==> config.mk <==
export PLATFORM = sky130hd
export DESIGN_NAME = tdm_ctrl_slave
export DESIGN_NICKNAME = d
export VERILOG_FILES = /design/src/rtl/tdm_ctrl_pkg.sv /design/src/rtl/tdm_slot_tracker.sv /design/src/rtl/tdm_rx_deser.sv /design/src/rtl/tdm_tx_ser.sv /design/src/rtl/tdm_ctrl_slave.sv
export SDC_FILE = /design/constraint.sdc
export NUM_CORES = 1
export LEC_CHECK = 0
export CORE_ASPECT_RATIO = 2
export CORE_MARGIN = 2
export CORE_UTILIZATION = 29
export DETAILED_ROUTE_END_ITERATION = 8
export DONT_BUFFER_PORTS = 1
export PLACE_DENSITY = 0.44
export SLEW_MARGIN = 10
export SYNTH_ARGS = -nofsm -noshare
export SYNTH_HDL_FRONTEND = slang
export SYNTH_SLANG_ARGS = --single-unit
==> constraint.sdc <==
create_clock -name clk -period 6.9 [get_ports clk]
set_input_delay 1.035 -clock clk [delete_from_list [all_inputs] [get_ports clk]]
set_output_delay 1.035 -clock clk [all_outputs]
set_load 0.005 [all_outputs]
==> src/rtl/tdm_ctrl_pkg.sv <==
package tdm_ctrl_pkg;

    localparam int NSLOTS_DEF      = 16;
    localparam int LOCK_FRAMES_DEF = 2;

    typedef enum logic [1:0] {
        EV_NONE = 2'd0,
        EV_GOOD = 2'd1,
        EV_BAD  = 2'd2
    } sync_ev_e;

    typedef struct packed {
        logic frame_end;
        logic commit;
        logic locked;
    } trk_stat_t;

    // Classify what the sync line says about the current bit.
    function automatic sync_ev_e classify_sync(input logic sync_n, input logic at_last);
        sync_ev_e ev;
        if (!sync_n && at_last)       ev = EV_GOOD;
        else if (!sync_n || at_last)  ev = EV_BAD;
        else                          ev = EV_NONE;
        return ev;
    endfunction

endpackage

==> src/rtl/tdm_slot_tracker.sv <==
module tdm_slot_tracker
    import tdm_ctrl_pkg::*;
#(
    parameter int NSLOTS      = NSLOTS_DEF,
    parameter int LOCK_FRAMES = LOCK_FRAMES_DEF,
    localparam int SW = $clog2(NSLOTS),
    localparam int CW = $clog2(LOCK_FRAMES + 1)
) (
    input  logic          clk,
    input  logic          rst,
    input  logic          sync_n,
    output logic [SW-1:0] slot_q,
    output logic [SW-1:0] cur_slot,
    output trk_stat_t     stat
);

    localparam logic [SW-1:0] LAST    = SW'(NSLOTS - 1);
    localparam logic [CW-1:0] NEED    = CW'(LOCK_FRAMES);
    localparam logic [CW-1:0] NEED_M1 = CW'(LOCK_FRAMES - 1);

    logic [CW-1:0] good_q;
    logic          locked_q;
    sync_ev_e      ev;

    always_comb begin
        ev             = classify_sync(sync_n, slot_q == LAST);
        cur_slot       = sync_n ? slot_q : LAST;
        stat.frame_end = (cur_slot == LAST);
        stat.commit    = (ev == EV_GOOD) && (good_q >= NEED_M1);
        stat.locked    = locked_q;
    end

    always_ff @(posedge clk) begin
        if (rst) begin
            slot_q   <= '0;
            good_q   <= '0;
            locked_q <= 1'b0;
        end else begin
            slot_q <= stat.frame_end ? '0 : SW'(cur_slot + 1'b1);
            case (ev)
                EV_GOOD: begin
                    if (good_q < NEED) good_q <= CW'(good_q + 1'b1);
                    locked_q <= (good_q >= NEED_M1);
                end
                EV_BAD: begin
                    good_q   <= '0;
                    locked_q <= 1'b0;
                end
                default: ;
            endcase
        end
    end

endmodule

==> src/rtl/tdm_rx_deser.sv <==
module tdm_rx_deser #(
    parameter int NSLOTS = 16,
    localparam int SW = $clog2(NSLOTS)
) (
    input  logic              clk,
    input  logic              rst,
    input  logic              ser_in,
    input  logic [SW-1:0]     cur_slot,
    input  logic              commit,
    output logic [NSLOTS-1:0] par_out
);

    logic [NSLOTS-1:0] sh_q;
    logic [NSLOTS-1:0] frame_v;

    for (genvar g = 0; g < NSLOTS; g++) begin : g_slot
        always_ff @(posedge clk) begin
            if (rst)                       sh_q[g] <= 1'b0;
            else if (cur_slot == SW'(g))   sh_q[g] <= ser_in;
        end
        assign frame_v[g] = (cur_slot == SW'(g)) ? ser_in : sh_q[g];
    end

    always_ff @(posedge clk) begin
        if (rst)         par_out <= '0;
        else if (commit) par_out <= frame_v;
    end

endmodule

==> src/rtl/tdm_tx_ser.sv <==
module tdm_tx_ser #(
    parameter int NSLOTS = 16,
    localparam int SW = $clog2(NSLOTS)
) (
    input  logic              clk,
    input  logic              rst,
    input  logic [NSLOTS-1:0] par_in,
    input  logic [SW-1:0]     cur_slot,
    input  logic              frame_end,
    output logic              ser_out
);

    logic [NSLOTS-1:0] hold_q;
    logic [SW-1:0]     nxt;

    assign nxt = SW'(cur_slot + 1'b1);

    always_ff @(posedge clk) begin
        if (rst) begin
            hold_q  <= '0;
            ser_out <= 1'b0;
        end else if (frame_end) begin
            hold_q  <= par_in;
            ser_out <= par_in[0];
        end else begin
            ser_out <= hold_q[nxt];
        end
    end

endmodule

==> src/rtl/tdm_ctrl_slave.sv <==
module tdm_ctrl_slave
    import tdm_ctrl_pkg::*;
#(
    parameter int NSLOTS      = NSLOTS_DEF,
    parameter int LOCK_FRAMES = LOCK_FRAMES_DEF
) (
    input  logic              clk,
    input  logic              rst,
    input  logic              frm_sync_n,
    input  logic              ser_in,
    output logic              ser_out,
    input  logic [NSLOTS-1:0] ctrl_in,
    output logic [NSLOTS-1:0] ctrl_out,
    output logic              locked
);

    localparam int SW = $clog2(NSLOTS);

    logic [SW-1:0] trk_slot;
    logic [SW-1:0] cur_slot;
    trk_stat_t     stat;

    tdm_slot_tracker #(.NSLOTS(NSLOTS), .LOCK_FRAMES(LOCK_FRAMES)) trk_i (
        .clk      (clk),
        .rst      (rst),
        .sync_n   (frm_sync_n),
        .slot_q   (trk_slot),
        .cur_slot (cur_slot),
        .stat     (stat)
    );

    tdm_rx_deser #(.NSLOTS(NSLOTS)) rx_i (
        .clk      (clk),
        .rst      (rst),
        .ser_in   (ser_in),
        .cur_slot (cur_slot),
        .commit   (stat.commit),
        .par_out  (ctrl_out)
    );

    tdm_tx_ser #(.NSLOTS(NSLOTS)) tx_i (
        .clk       (clk),
        .rst       (rst),
        .par_in    (ctrl_in),
        .cur_slot  (cur_slot),
        .frame_end (stat.frame_end),
        .ser_out   (ser_out)
    );

    assign locked = stat.locked;

endmodule

# Yosys cells after proc, flatten, opt, wreduce, memory -nomap -nowiden
# Cells that the tools add are included.
dict set report word_totals {
  output_inout_bits 18
  wordCells 79
  input_bits 20
  regBits 56
}
dict set report classes {
  reduce_logical 8
  addsub 2
  eq_ne 19
  muxes 25
  order_cmp 3
}
# op count
set op_table {}
lappend op_table {{4-bit equality test (second input constant)} 9}
lappend op_table {{1-bit two-way mux} 18}
lappend op_table {{4-bit by 3-bit equality test with 1-bit output (second input constant)} 4}
lappend op_table {{4-bit by 2-bit equality test with 1-bit output (second input constant)} 2}
lappend op_table {{2-bit two-way mux} 3}
lappend op_table {{4-bit by 5-bit less-than comparator with 1-bit output (second input constant)} 1}
lappend op_table {{4-bit by 1-bit adder with 4-bit output (second input constant)} 1}
lappend op_table {{1-bit binary-select mux with 4-bit select} 1}
lappend op_table {{4-bit by 1-bit equality test with 1-bit output (second input constant)} 1}
lappend op_table {{4-bit zero test} 1}
lappend op_table {{4-bit two-way mux} 1}
lappend op_table {{2-bit case mux with 2 select lines} 1}
lappend op_table {{2-bit by 1-bit adder with 2-bit output (second input constant)} 1}
lappend op_table {{2-bit by 1-bit equality test with 1-bit output (second input constant)} 1}
lappend op_table {{2-bit equality test (second input constant)} 1}
lappend op_table {{2-bit by 1-bit greater-or-equal comparator with 1-bit output (second input constant)} 1}
lappend op_table {{1-bit logical AND} 2}
lappend op_table {{2-bit less-than comparator (second input constant)} 1}
lappend op_table {{2-bit inequality test (second input constant)} 1}
lappend op_table {{1-bit case mux with 2 select lines} 1}
lappend op_table {{2-bit AND reduction} 1}
lappend op_table {{2-bit nonzero test} 1}
lappend op_table {{2-bit OR reduction} 1}
lappend op_table {{1-bit zero test} 1}
lappend op_table {{1-bit logical OR} 1}

# Logic depth before layout (Yosys ltp)
# Gate-level depths: netlist of run 1.
dict set report logic_depth {
  depth_word 7
  ltp_mapped 10
}

# By module
# Synthesis of run 1 repeated with hierarchy kept, for this count alone.
dict set report unflattened {
  hier_cells 246
  hier_area_um2 2571.2
}
# module cells_each seq_area_each_um2 area_per_inst_um2 n_inst
set by_module_without_submodules {}
lappend by_module_without_submodules {tdm_rx_deser 123 640.6 1342.5 1}
lappend by_module_without_submodules {tdm_tx_ser 77 340.3 839.6 1}
lappend by_module_without_submodules {tdm_slot_tracker 46 140.1 389.1 1}

# Worst setup path after synthesis of run 1
# No wires, ideal clock.
dict set report synth_path {
  path_type {input port to flip-flop}
  from {in frm_sync_n}
  to {reg tx_i.ser_out}
  stages 8
  required_ps 6772
  setup_time_ps 128
  arrival_ps 2767
  path_buffers 2
  setup_slack_ps 4004
  cell_sequence {buf_4 and2b_1 inv_2 ha_1 clkbuf_1 mux4_1 o211ai_2 o211ai_1}
}
dict set report synth_between {
  elab_chain_cells 5
  elab_cells_between_ends 6
}
# item line
set synth_lines {}
lappend synth_lines {{start: declaration} tdm_ctrl_slave.sv:9} ;# input logic frm_sync_n,
lappend synth_lines {{4-bit two-way mux} tdm_slot_tracker.sv:27} ;# cur_slot = sync_n ? slot_q : LAST;
lappend synth_lines {{4-bit by 1-bit adder with 4-bit output} tdm_tx_ser.sv:16} ;# assign nxt = SW'(cur_slot + 1'b1);
lappend synth_lines {{net tx_i.nxt[1]} tdm_tx_ser.sv:14} ;# logic [SW-1:0] nxt;
lappend synth_lines {{1-bit binary-select mux with 4-bit select} tdm_tx_ser.sv:26} ;# ser_out <= hold_q[nxt];
lappend synth_lines {{1-bit two-way mux (not written as such)} tdm_tx_ser.sv:26}
lappend synth_lines {{1-bit two-way mux} tdm_tx_ser.sv:22} ;# end else if (frame_end) begin
lappend synth_lines {{end signal: assignment} tdm_tx_ser.sv:24} ;# ser_out <= par_in[0];
lappend synth_lines {{end signal: assignment} tdm_tx_ser.sv:26}
lappend synth_lines {{end: declaration} tdm_tx_ser.sv:10} ;# output logic ser_out
# The timed path passes the listed nets, and every way through them passes these cells. The select of a mux whose other input is x is not followed.
# A chain may end at the register's enable or synchronous reset.

# Worst setup path in the final report of run 1
dict set report layout_path {
  from {in frm_sync_n}
  to {reg rx_i.par_out[15]}
}
dict set report layout_between {
  elab_chain_cells 6
  elab_cells_between_ends 10
}
# item line
set layout_lines {}
lappend layout_lines {{1-bit zero test} {tdm_ctrl_pkg.sv:21, tdm_ctrl_pkg.sv:22}}
lappend layout_lines {{1-bit logical OR} tdm_ctrl_pkg.sv:22} ;# else if (!sync_n || at_last) ev = EV_BAD;
lappend layout_lines {{2-bit two-way mux} tdm_ctrl_pkg.sv:22}
lappend layout_lines {{2-bit two-way mux} tdm_ctrl_pkg.sv:21} ;# if (!sync_n && at_last) ev = EV_GOOD;
lappend layout_lines {{2-bit by 1-bit equality test with 1-bit output} tdm_slot_tracker.sv:29} ;# stat.commit = (ev == EV_GOOD) && (good_q >= NEED_M1);
lappend layout_lines {{1-bit logical AND} tdm_slot_tracker.sv:29}
lappend layout_lines {{end signal: assignment} tdm_rx_deser.sv:26} ;# else if (commit) par_out <= frame_v;
lappend layout_lines {{end: declaration} tdm_rx_deser.sv:10} ;# output logic [NSLOTS-1:0] par_out
# Parallel ways exist; a longest one is shown, timed or not.

==> results_dict.tcl, run 1 <==
set metrics [dict create \
    fin_nets 277 \
    design.core.area_um2 7890 \
    worstPathMaxFanout 22 \
    routabilityCongestion 0.759 \
    cp.arrival_ps 2960 \
    die_h_um 131 \
    clk_latency_ps 290 \
    vias 1660 \
    stdcell_count 349 \
    required_ps 7070 \
    fin_area_um2 2520 \
    worstPathCellList "and2b_1, inv_2, ha_1, nor2b_2, mux2i_1, a211oi_1" \
    fin_crit_sh_pct 40.4 \
    setup_viol 0 \
    drive_gt1_share_pct 5.93 \
    synth_nets 286 \
    wl_per_cell_um 14.3 \
    route.detailed.drc 0 \
    yosys_warnings 0 \
    fp-row-count 46 \
    grt_max_degree 58 \
    power.leakage_uw 0.000905 \
    drv_cap 0 \
    worst_slack_ps 4110 \
    cts_tree "done" \
    via_per_inst 4.76 \
    grt_use_total_pct 12.5 \
    hold_viol 0 \
    ctsHoldBuffers 0 \
    synth.distinct_cells 33 \
    fin_crit_ps 2790 \
    clock-root-buffer "clkbuf_16" \
    slowest_delay_ps 830 \
    placed_area_um2 2380 \
    seq_area_frac_synth_pct 48.2 \
    ant_nets 0 \
    cts_buffers 5 \
    drtIter0Drc 46 \
    area_growth_pct 8.23 \
    antenna_cells 0 \
    rsz0062_at_grt "no" \
    die_w_um 67.3 \
    antenna_found_initial 0 \
    grt_pass1_wl_um 8160 \
    crit_slowest_cell "nor2b_2" \
    port_buffers 0 \
    final_common_cell "dfxtp_1" \
    dpl.hpwl_um 3600 \
    synth_cells 262 \
    status "finished clean" \
    post-cts-setup-buffers 0 \
    drtPass1Iterations 4 \
    dp.cells 342 \
    nFillCells 826 \
    cellPowerDensity_nw_per_um2 251 \
    worst_pin_slew_ps 934 \
    syn_avg_cell_area_um2 8.88 \
    initial_utilization_pct 29.5 \
    pre_cts_ws_ps 3760 \
    clock.fmax_mhz 359 \
    slew_headroom_pct 37.5 \
    io_pins 38 \
    layout_common_cells "dfxtp_1 (56), nor2_1 (48), nand2_1 (44), a21oi_1 (20), a211oi_1 (19)" \
    cts_max_level 2 \
    startpoint_type "input port" \
    timing.critical_path.buf_inv 1 \
    path_clk_slew_ps 70 \
    grt_overflow_total 0 \
    power_uw 631 \
    syn_area_um2 2330 \
    drt-total-wl_um 5000 \
    floorplan.die_area_um2 8800 \
    cts.sinks 56 \
    worstSetupPathType "input port to flip-flop" \
    grt_pass1_vias 1630 \
    drv_slew 0 \
    cts_resized 0 \
    ir_worst_vdd_v 0.000214 \
    end_kind "flip-flop" \
    fin_tns_setup_ps 0 \
    finalClockSkew_ps 3.64 \
    yosys_register_bits 56 \
    critPathTopFamily "simple AND/OR/NAND/NOR gates" \
    cts_buffer_depth 2 \
    worstHoldPathType "flip-flop to flip-flop" \
]
cells by family (layout without fill, tap and decap cells):
family / after synthesis / after routing / share of synthesized area, %
simple gates: 114 / 114 / 21.2
flops: 56 / 56 / 48.2
compound gates: 44 / 44 / 12.2
buf+inv: 22 / 13 / 3.93
mux: 20 / 20 / 10.7
fa+ha+maj: 4 / 4 / 2.15
xor+xnor: 2 / 2 / 1.56
area by class of cell:
type                    instances  area (um2)  share of cell area, %
flip-flops and latches         56        1120                   44.5
repair buffers                  1        7.51                  0.298
well taps                      96         120                   4.77
clock buffers                   6         129                   5.12
multi-input cells             184        1120                   44.3
inverters                       5        18.8                  0.746
clock inverters                 1        5.00                  0.199
synthesized netlist by cell type:
master	instances	area [um2]
nand3_1	4	20.0
and2b_1	1	7.51
nor2b_2	1	8.76
inv_1	4	15.0
o211ai_2	1	12.5
and2b_4	1	10.0
ha_1	4	50.1
buf_2	4	20.0
dfxtp_1	56	1120
mux2i_1	17	170
nor4b_2	1	15.0
o21ai_1	1	5.00
a211oi_1	19	143
xnor2_1	1	8.76
nand4_1	1	6.26
nand2b_1	2	12.5
clkbuf_1	10	37.5
nand3b_1	2	15.0
nand2_1	44	165
xnor2_4	1	27.5
mux4_1	3	78.8
nor2_1	48	180
inv_2	1	3.75
nor3_1	3	15.0
buf_4	1	7.51
nor2b_1	4	25.0
o211ai_1	1	7.51
a21oi_1	20	100
a21boi_2	1	11.3
or2_1	1	6.26
o21ai_0	1	5.00
buf_1	2	7.51
nor3b_1	1	7.51
layer usage:
metal	GRT usage [%]	part of all wire, %
met5	0	0
met1	13.5	39
met2	21.5	54
met3	3.34	5.1
met4	6.72	2.7
sequential cells by signal, summed over array words and instances (netlist names):
name            cells
rx_i.par_out       16
rx_i.sh_q          16
trk_i.good_q        2
trk_i.locked_q      1
trk_i.slot_q        4
tx_i.hold_q        16
tx_i.ser_out        1
per-stage QoR:
step,utilization (%),hold WS [ps]
CTS,31.9,451
detailed placement,30.2,441
floorplan,-,432
finish,31.9,445
global placement,30.2,434
global route,31.9,468
worst register-to-register path, cell delays in order, from the launching register on:
cell and delay [ps]:
dfxtp_1 400, and2b_1 270, inv_2 110, ha_1 350
nor2b_2 830, mux2i_1 320, a211oi_1 100
worst paths after layout:
kind / startpoint / endpoint / slack (ps) / depth (start not counted)
worst max-delay path: frm_sync_n / rx_i.par_out[15]$_SDFFE_PP0P_ / 4110 / 6
worst min-delay path: tx_i.hold_q[9]$_SDFFE_PP0P_ / tx_i.hold_q[9]$_SDFFE_PP0P_ / 450 / 2
worst max register to register: trk_i.slot_q[0]$_SDFF_PP0_ / rx_i.par_out[15]$_SDFFE_PP0P_ / 4400 / 6
worst min register to register: tx_i.hold_q[9]$_SDFFE_PP0P_ / tx_i.hold_q[9]$_SDFFE_PP0P_ / 450 / 2
where the power goes:
group	switching (uW)	internal, uW	total (uW)
combinational	29.1	23.1	52.2
sequential	6.18	333	339
clock	108	132	240
total	143	488	631
(Power assumes the default switching activity.)
==> run 2, diff against run 1 <==
--- a/config.mk
+++ b/config.mk
@@ -10,7 +10,7 @@
 export CORE_UTILIZATION = 29
 export DETAILED_ROUTE_END_ITERATION = 8
 export DONT_BUFFER_PORTS = 1
-export PLACE_DENSITY = 0.44
+export PLACE_DENSITY = 0.45
 export SLEW_MARGIN = 10
 export SYNTH_ARGS = -nofsm -noshare
 export SYNTH_HDL_FRONTEND = slang
==> constraint.sdc (replaced) <==
create_clock -name clk -period 2.53 [get_ports clk]
set_input_delay 0.3795 -clock clk [delete_from_list [all_inputs] [get_ports clk]]
set_output_delay 0.3795 -clock clk [all_outputs]
set_load 0.005 [all_outputs]
==> run 2 against run 1 <==
Critical path depth stayed put. Combinational power increased to 2.7 times the previous value. Flip-flop and latch count unchanged. Clock power rose to 2.9 times the previous value. Power grew to 2.8 times the previous value. Sequential power increased to 2.7 times the previous value. Non-clock buffer count rose by 2. Cell count is 0.57% higher. Worst setup slack got worse by 3700 ps. Global-route usage up 0.35 points. Largest cell class unchanged. Largest power group unchanged. Highest routed layer unchanged.
==> results_dict.tcl, run 2 (synthesis results as in run 1) <==
set metrics [dict create \
    drt-total-wl_um 5130 \
    routabilityCongestion 0.805 \
    setup_viol 0 \
    ctsHoldBuffers 0 \
    grt_use_total_pct 12.8 \
    floorplan.die_area_um2 8800 \
    route.detailed.drc 0 \
    wl_per_cell_um 14.6 \
    cts_max_level 2 \
    grt_pass1_vias 1613 \
    initial_utilization_pct 29.5 \
    grt_use_met1_pct 14.5 \
    cts_tree "done" \
    slew_headroom_pct 64.6 \
    drv_cap 0 \
    power.leakage_uw 0.000921 \
    final_common_cell "dfxtp_1" \
    cts.sinks 56 \
    die_h_um 131 \
    worstHoldPathType "input port to flip-flop" \
    die_w_um 67.3 \
    fp-row-count 46 \
    clock-root-buffer "clkbuf_16" \
    clk_latency_ps 290 \
    drtIter0Drc 42 \
    cts_resized 0 \
    cts_buffer_depth 2 \
    fin_tns_setup_ps 0 \
    drtPass1Iterations 4 \
    largestRegisters "rx_i.par_out x16, rx_i.sh_q x16, tx_i.hold_q x16" \
    fin_nets 279 \
    status "finished clean" \
    rsz0062_at_grt "no" \
    vias 1672 \
    clock.fmax_mhz 465 \
    antenna_found_initial 0 \
    fin_crit_sh_pct 85.1 \
    cts_buffers 5 \
    design.core.area_um2 7890 \
    cp.arrival_ps 2330 \
    ir_worst_vdd_v 0.000420 \
    hold_viol 0 \
    io_pins 38 \
    startpoint_type "flip-flop" \
    grt_pass1_wl_um 8270 \
    met2_usage_pct 21.7 \
    fin_crit_ps 2150 \
    grt.busiest_layer "met2" \
    required_ps 2710 \
    via_per_inst 4.76 \
    antenna_cells 0 \
    power_uw 1770 \
    port_buffers 0 \
    dpl.hpwl_um 3630 \
    worst_pin_slew_ps 529 \
    worstPathMaxFanout 8 \
    layout_common_cells "dfxtp_1 (56), nor2_1 (48), nand2_1 (44), a21oi_1 (20), a211oi_1 (19)" \
    worstSetupPathType "flip-flop to flip-flop" \
    area_growth_pct 9.47 \
    finalClockSkew_ps 6.86 \
    cellPowerDensity_nw_per_um2 695 \
    grtUsageMet3_pct 3.08 \
    drive_gt1_share_pct 7.06 \
    end_kind "flip-flop" \
    grt_overflow_total 0 \
    ant_nets 0 \
    hold_ws_ps 155 \
    drv_slew 0 \
    grt_max_degree 58 \
    post-cts-setup-buffers 0 \
    path_clk_slew_ps 70 \
]
## run 2: cell count changes in the layout (fill, tap and decap cells not counted)
cell / previous run / this run
buf_4: 1 / 3
clkbuf_1: 1 / 0
clkbuf_8: 0 / 1
clkinv_2: 1 / 0
clkinv_4: 0 / 1
## run 2: final timing paths
kind,start,to,slack [ps],depth (start not counted)
worst min-delay path,rst,rx_i.sh_q[11]$_SDFF_PP0_,150,1
worst max-delay path,trk_i.slot_q[0]$_SDFF_PP0_,tx_i.ser_out$_SDFF_PP0_,380,6
worst max register to register,trk_i.slot_q[0]$_SDFF_PP0_,tx_i.ser_out$_SDFF_PP0_,380,6
worst min register to register,tx_i.hold_q[11]$_SDFFE_PP0P_,tx_i.hold_q[11]$_SDFFE_PP0P_,450,2
## run 2: cell type report
cell class	instances	area, um2
tap	96	120
clock inverter	1	8.76
multi-input combinational	184	1120
timing repair buffer	3	22.5
clock buffer	6	139
fill	829	5340
sequential	56	1120
inverter	5	18.8
## run 2: per-layer routing
layer / wire (um) / up-vias
met3: 219 / 4
met2: 2780 / 30
met4: 103 / 0
li1: - / 873
met1: 2030 / 765
met5: 0 / -
## run 2: critical path, stage by stage, from the launching register on
cell and delay, ps:
dfxtp_1 340, and2b_1 320, inv_2 90, ha_1 450, mux4_1 600, o211ai_2 150
o211ai_1 90
## run 2: through the flow
step	setup slack [ps]	instance area [um2]	std cells	utilization, %
6_report	377	2550	351	32.3
5_1_grt	288	2550	351	32.3
4_1_cts	358	2550	351	32.3
3_5_place_dp	372	2400	344	30.4
3_3_place_gp	426	2400	344	30.4
2_1_floorplan	290	2330	262	-
## run 2: report_power, final
| group | total, uW | switching (uW) | leakage, uW | internal (uW) |
|---|---|---|---|---|
| combinational | 143 | 78.0 | 0.000394 | 65.4 |
| sequential | 925 | 17.8 | 0.000454 | 907 |
| clock | 701 | 310 | 0.0000729 | 391 |
==> run 3, diff against run 2 <==
--- a/config.mk
+++ b/config.mk
@@ -5,12 +5,15 @@
 export SDC_FILE = /design/constraint.sdc
 export NUM_CORES = 1
 export LEC_CHECK = 0
+export ABC_CLOCK_PERIOD_IN_PS = 2530
+export CELL_PAD_IN_SITES_DETAIL_PLACEMENT = 2
+export CELL_PAD_IN_SITES_GLOBAL_PLACEMENT = 2
 export CORE_ASPECT_RATIO = 2
 export CORE_MARGIN = 2
-export CORE_UTILIZATION = 29
+export CORE_UTILIZATION = 34
 export DETAILED_ROUTE_END_ITERATION = 8
 export DONT_BUFFER_PORTS = 1
-export PLACE_DENSITY = 0.45
+export PLACE_DENSITY = 0.75
 export SLEW_MARGIN = 10
 export SYNTH_ARGS = -nofsm -noshare
 export SYNTH_HDL_FRONTEND = slang
==> run 3 against run 2 <==
Sequential power about the same. Power decreased by 1.1%. Wire length increased by 10%. Highest routed layer unchanged. Largest cell class unchanged. Register-to-register slack got worse by 90 ps. Clock-buffer cell count decreased by 1.
==> results_dict.tcl, run 3 (synthesis results as in run 1) <==
set metrics [dict create \
    fin_nets 278 \
    hold_viol 0 \
    p_seq_share_pct 52.9 \
    path_clk_slew_ps 70 \
    grtUsageMet3_pct 4.36 \
    grt_use_total_pct 16.5 \
    p_int_uw 1330 \
    fin_crit_sh_pct 88.5 \
    layout_common_cells "dfxtp_1 (56), nor2_1 (48), nand2_1 (44), a21oi_1 (20), a211oi_1 (19)" \
    end_kind "flip-flop" \
    fin_tns_setup_ps 0 \
    via_per_inst 5.15 \
    cellPowerDensity_nw_per_um2 695 \
    final_common_cell "dfxtp_1" \
    grt_overflow_total 0 \
    clk_latency_ps 300 \
    design.core.area_um2 6620 \
    met2_usage_pct 32.1 \
    port_buffers 0 \
    power.leakage_uw 0.000909 \
    drt-total-wl_um 5650 \
    initial_utilization_pct 35.1 \
    area_growth_pct 8.28 \
    power_uw 1750 \
    grt_max_degree 58 \
    grt_use_met1_pct 15.0 \
    grt.busiest_layer "met2" \
    ctsHoldBuffers 0 \
    route.detailed.drc 0 \
    crit_start "trk_i.slot_q[0]$_SDFF_PP0_" \
    ir_worst_vdd_v 0.000451 \
    drtIter0Drc 57 \
    io_pins 38 \
    floorplan.die_area_um2 7560 \
    drv_slew 0 \
    antenna_cells 0 \
    cts_tree "done" \
    cts_max_level 2 \
    switching_share_pct 23.9 \
    routabilityCongestion 0.780 \
    clock-root-buffer "clkbuf_16" \
    p_comb_share_pct 8.5 \
    drtPass1Iterations 4 \
    drv_cap 0 \
    startpoint_type "flip-flop" \
    setup_viol 0 \
    fin_area_um2 2520 \
    worstPathMaxFanout 8 \
    clock.fmax_mhz 447 \
    required_ps 2710 \
    worstHoldPathType "input port to flip-flop" \
    cts_buffers 5 \
    slew_headroom_pct 63.2 \
    dpl.hpwl_um 4100 \
    finalClockSkew_ps 5.82 \
    post-cts-setup-buffers 0 \
    power_switching_uw 417 \
    pwr-share-clk_pct 38.6 \
    grt_pass1_wl_um 9360 \
    status "finished clean" \
    worstHoldStart "rst" \
    placed_area_um2 2380 \
    dp.cells 335 \
    ant_nets 0 \
    worstSetupPathType "flip-flop to flip-flop" \
    stdcell_count 342 \
    fp-row-count 42 \
    die_h_um 121 \
    cp.arrival_ps 2420 \
    vias 1760 \
    cts.sinks 56 \
    worst_pin_slew_ps 551 \
    cts_resized 0 \
    antenna_found_initial 0 \
    rsz0062_at_grt "no" \
    grt_pass1_vias 1885 \
    die_w_um 62.5 \
    reg2reg_from "trk_i.slot_q[0]$_SDFF_PP0_" \
    fin_crit_ps 2240 \
    cts_buffer_depth 2 \
    wl_per_cell_um 16.5 \
    drive_gt1_share_pct 6.69 \
    largestRegisters "rx_i.par_out x16, rx_i.sh_q x16, tx_i.hold_q x16" \
]
-- run 3: layout make-up --
type | count | area, um2
clock buffers | 5 | 125
clock inverters | 2 | 12.5
well taps | 88 | 110
repair buffers | 2 | 15.0
flip-flops and latches | 56 | 1120
multi-input cells | 184 | 1120
inverters | 5 | 18.8
fillers | 776 | 4100
-- run 3: path summary, 6_finish.rpt --
path | depth (start not counted) | to | slack (ps)
min | 1 | trk_i.good_q[1]$_SDFFE_PP0P_ | 150
max reg2reg | 6 | tx_i.ser_out$_SDFF_PP0_ | 290
max | 6 | tx_i.ser_out$_SDFF_PP0_ | 290
min reg2reg | 2 | tx_i.hold_q[0]$_SDFFE_PP0P_ | 450
-- run 3: critical path: stages, from the launching register on --
cell and delay [ps]:
dfxtp_1 340, and2b_1 310, inv_2 90, ha_1 490, mux4_1 640, nor2_1 130, o211ai_1 110
-- run 3: per-stage QoR --
stage	setup WS, ps	hold WS [ps]	utilization [%]
detailed placement	276	440	36.0
CTS	245	131	38.0
floorplan	290	432	-
global placement	351	434	36.0
global route	161	129	38.0
finish	292	147	38.0
-- run 3: power by group through the flow --
stage	Sequential (uW)	Clock, uW	Combinational (uW)
2_1_floorplan	939	0	135
3_3_place_gp	944	0	147
3_5_place_dp	946	0	151
4_1_cts	926	709	153
5_1_grt	928	735	167
6_report	925	675	149
-- run 3: metal layers --
metal	vias up	routed length [um]
met2	30	3250
met5	-	0
met1	857	2000
met4	0	187
li1	863	-
met3	10	208
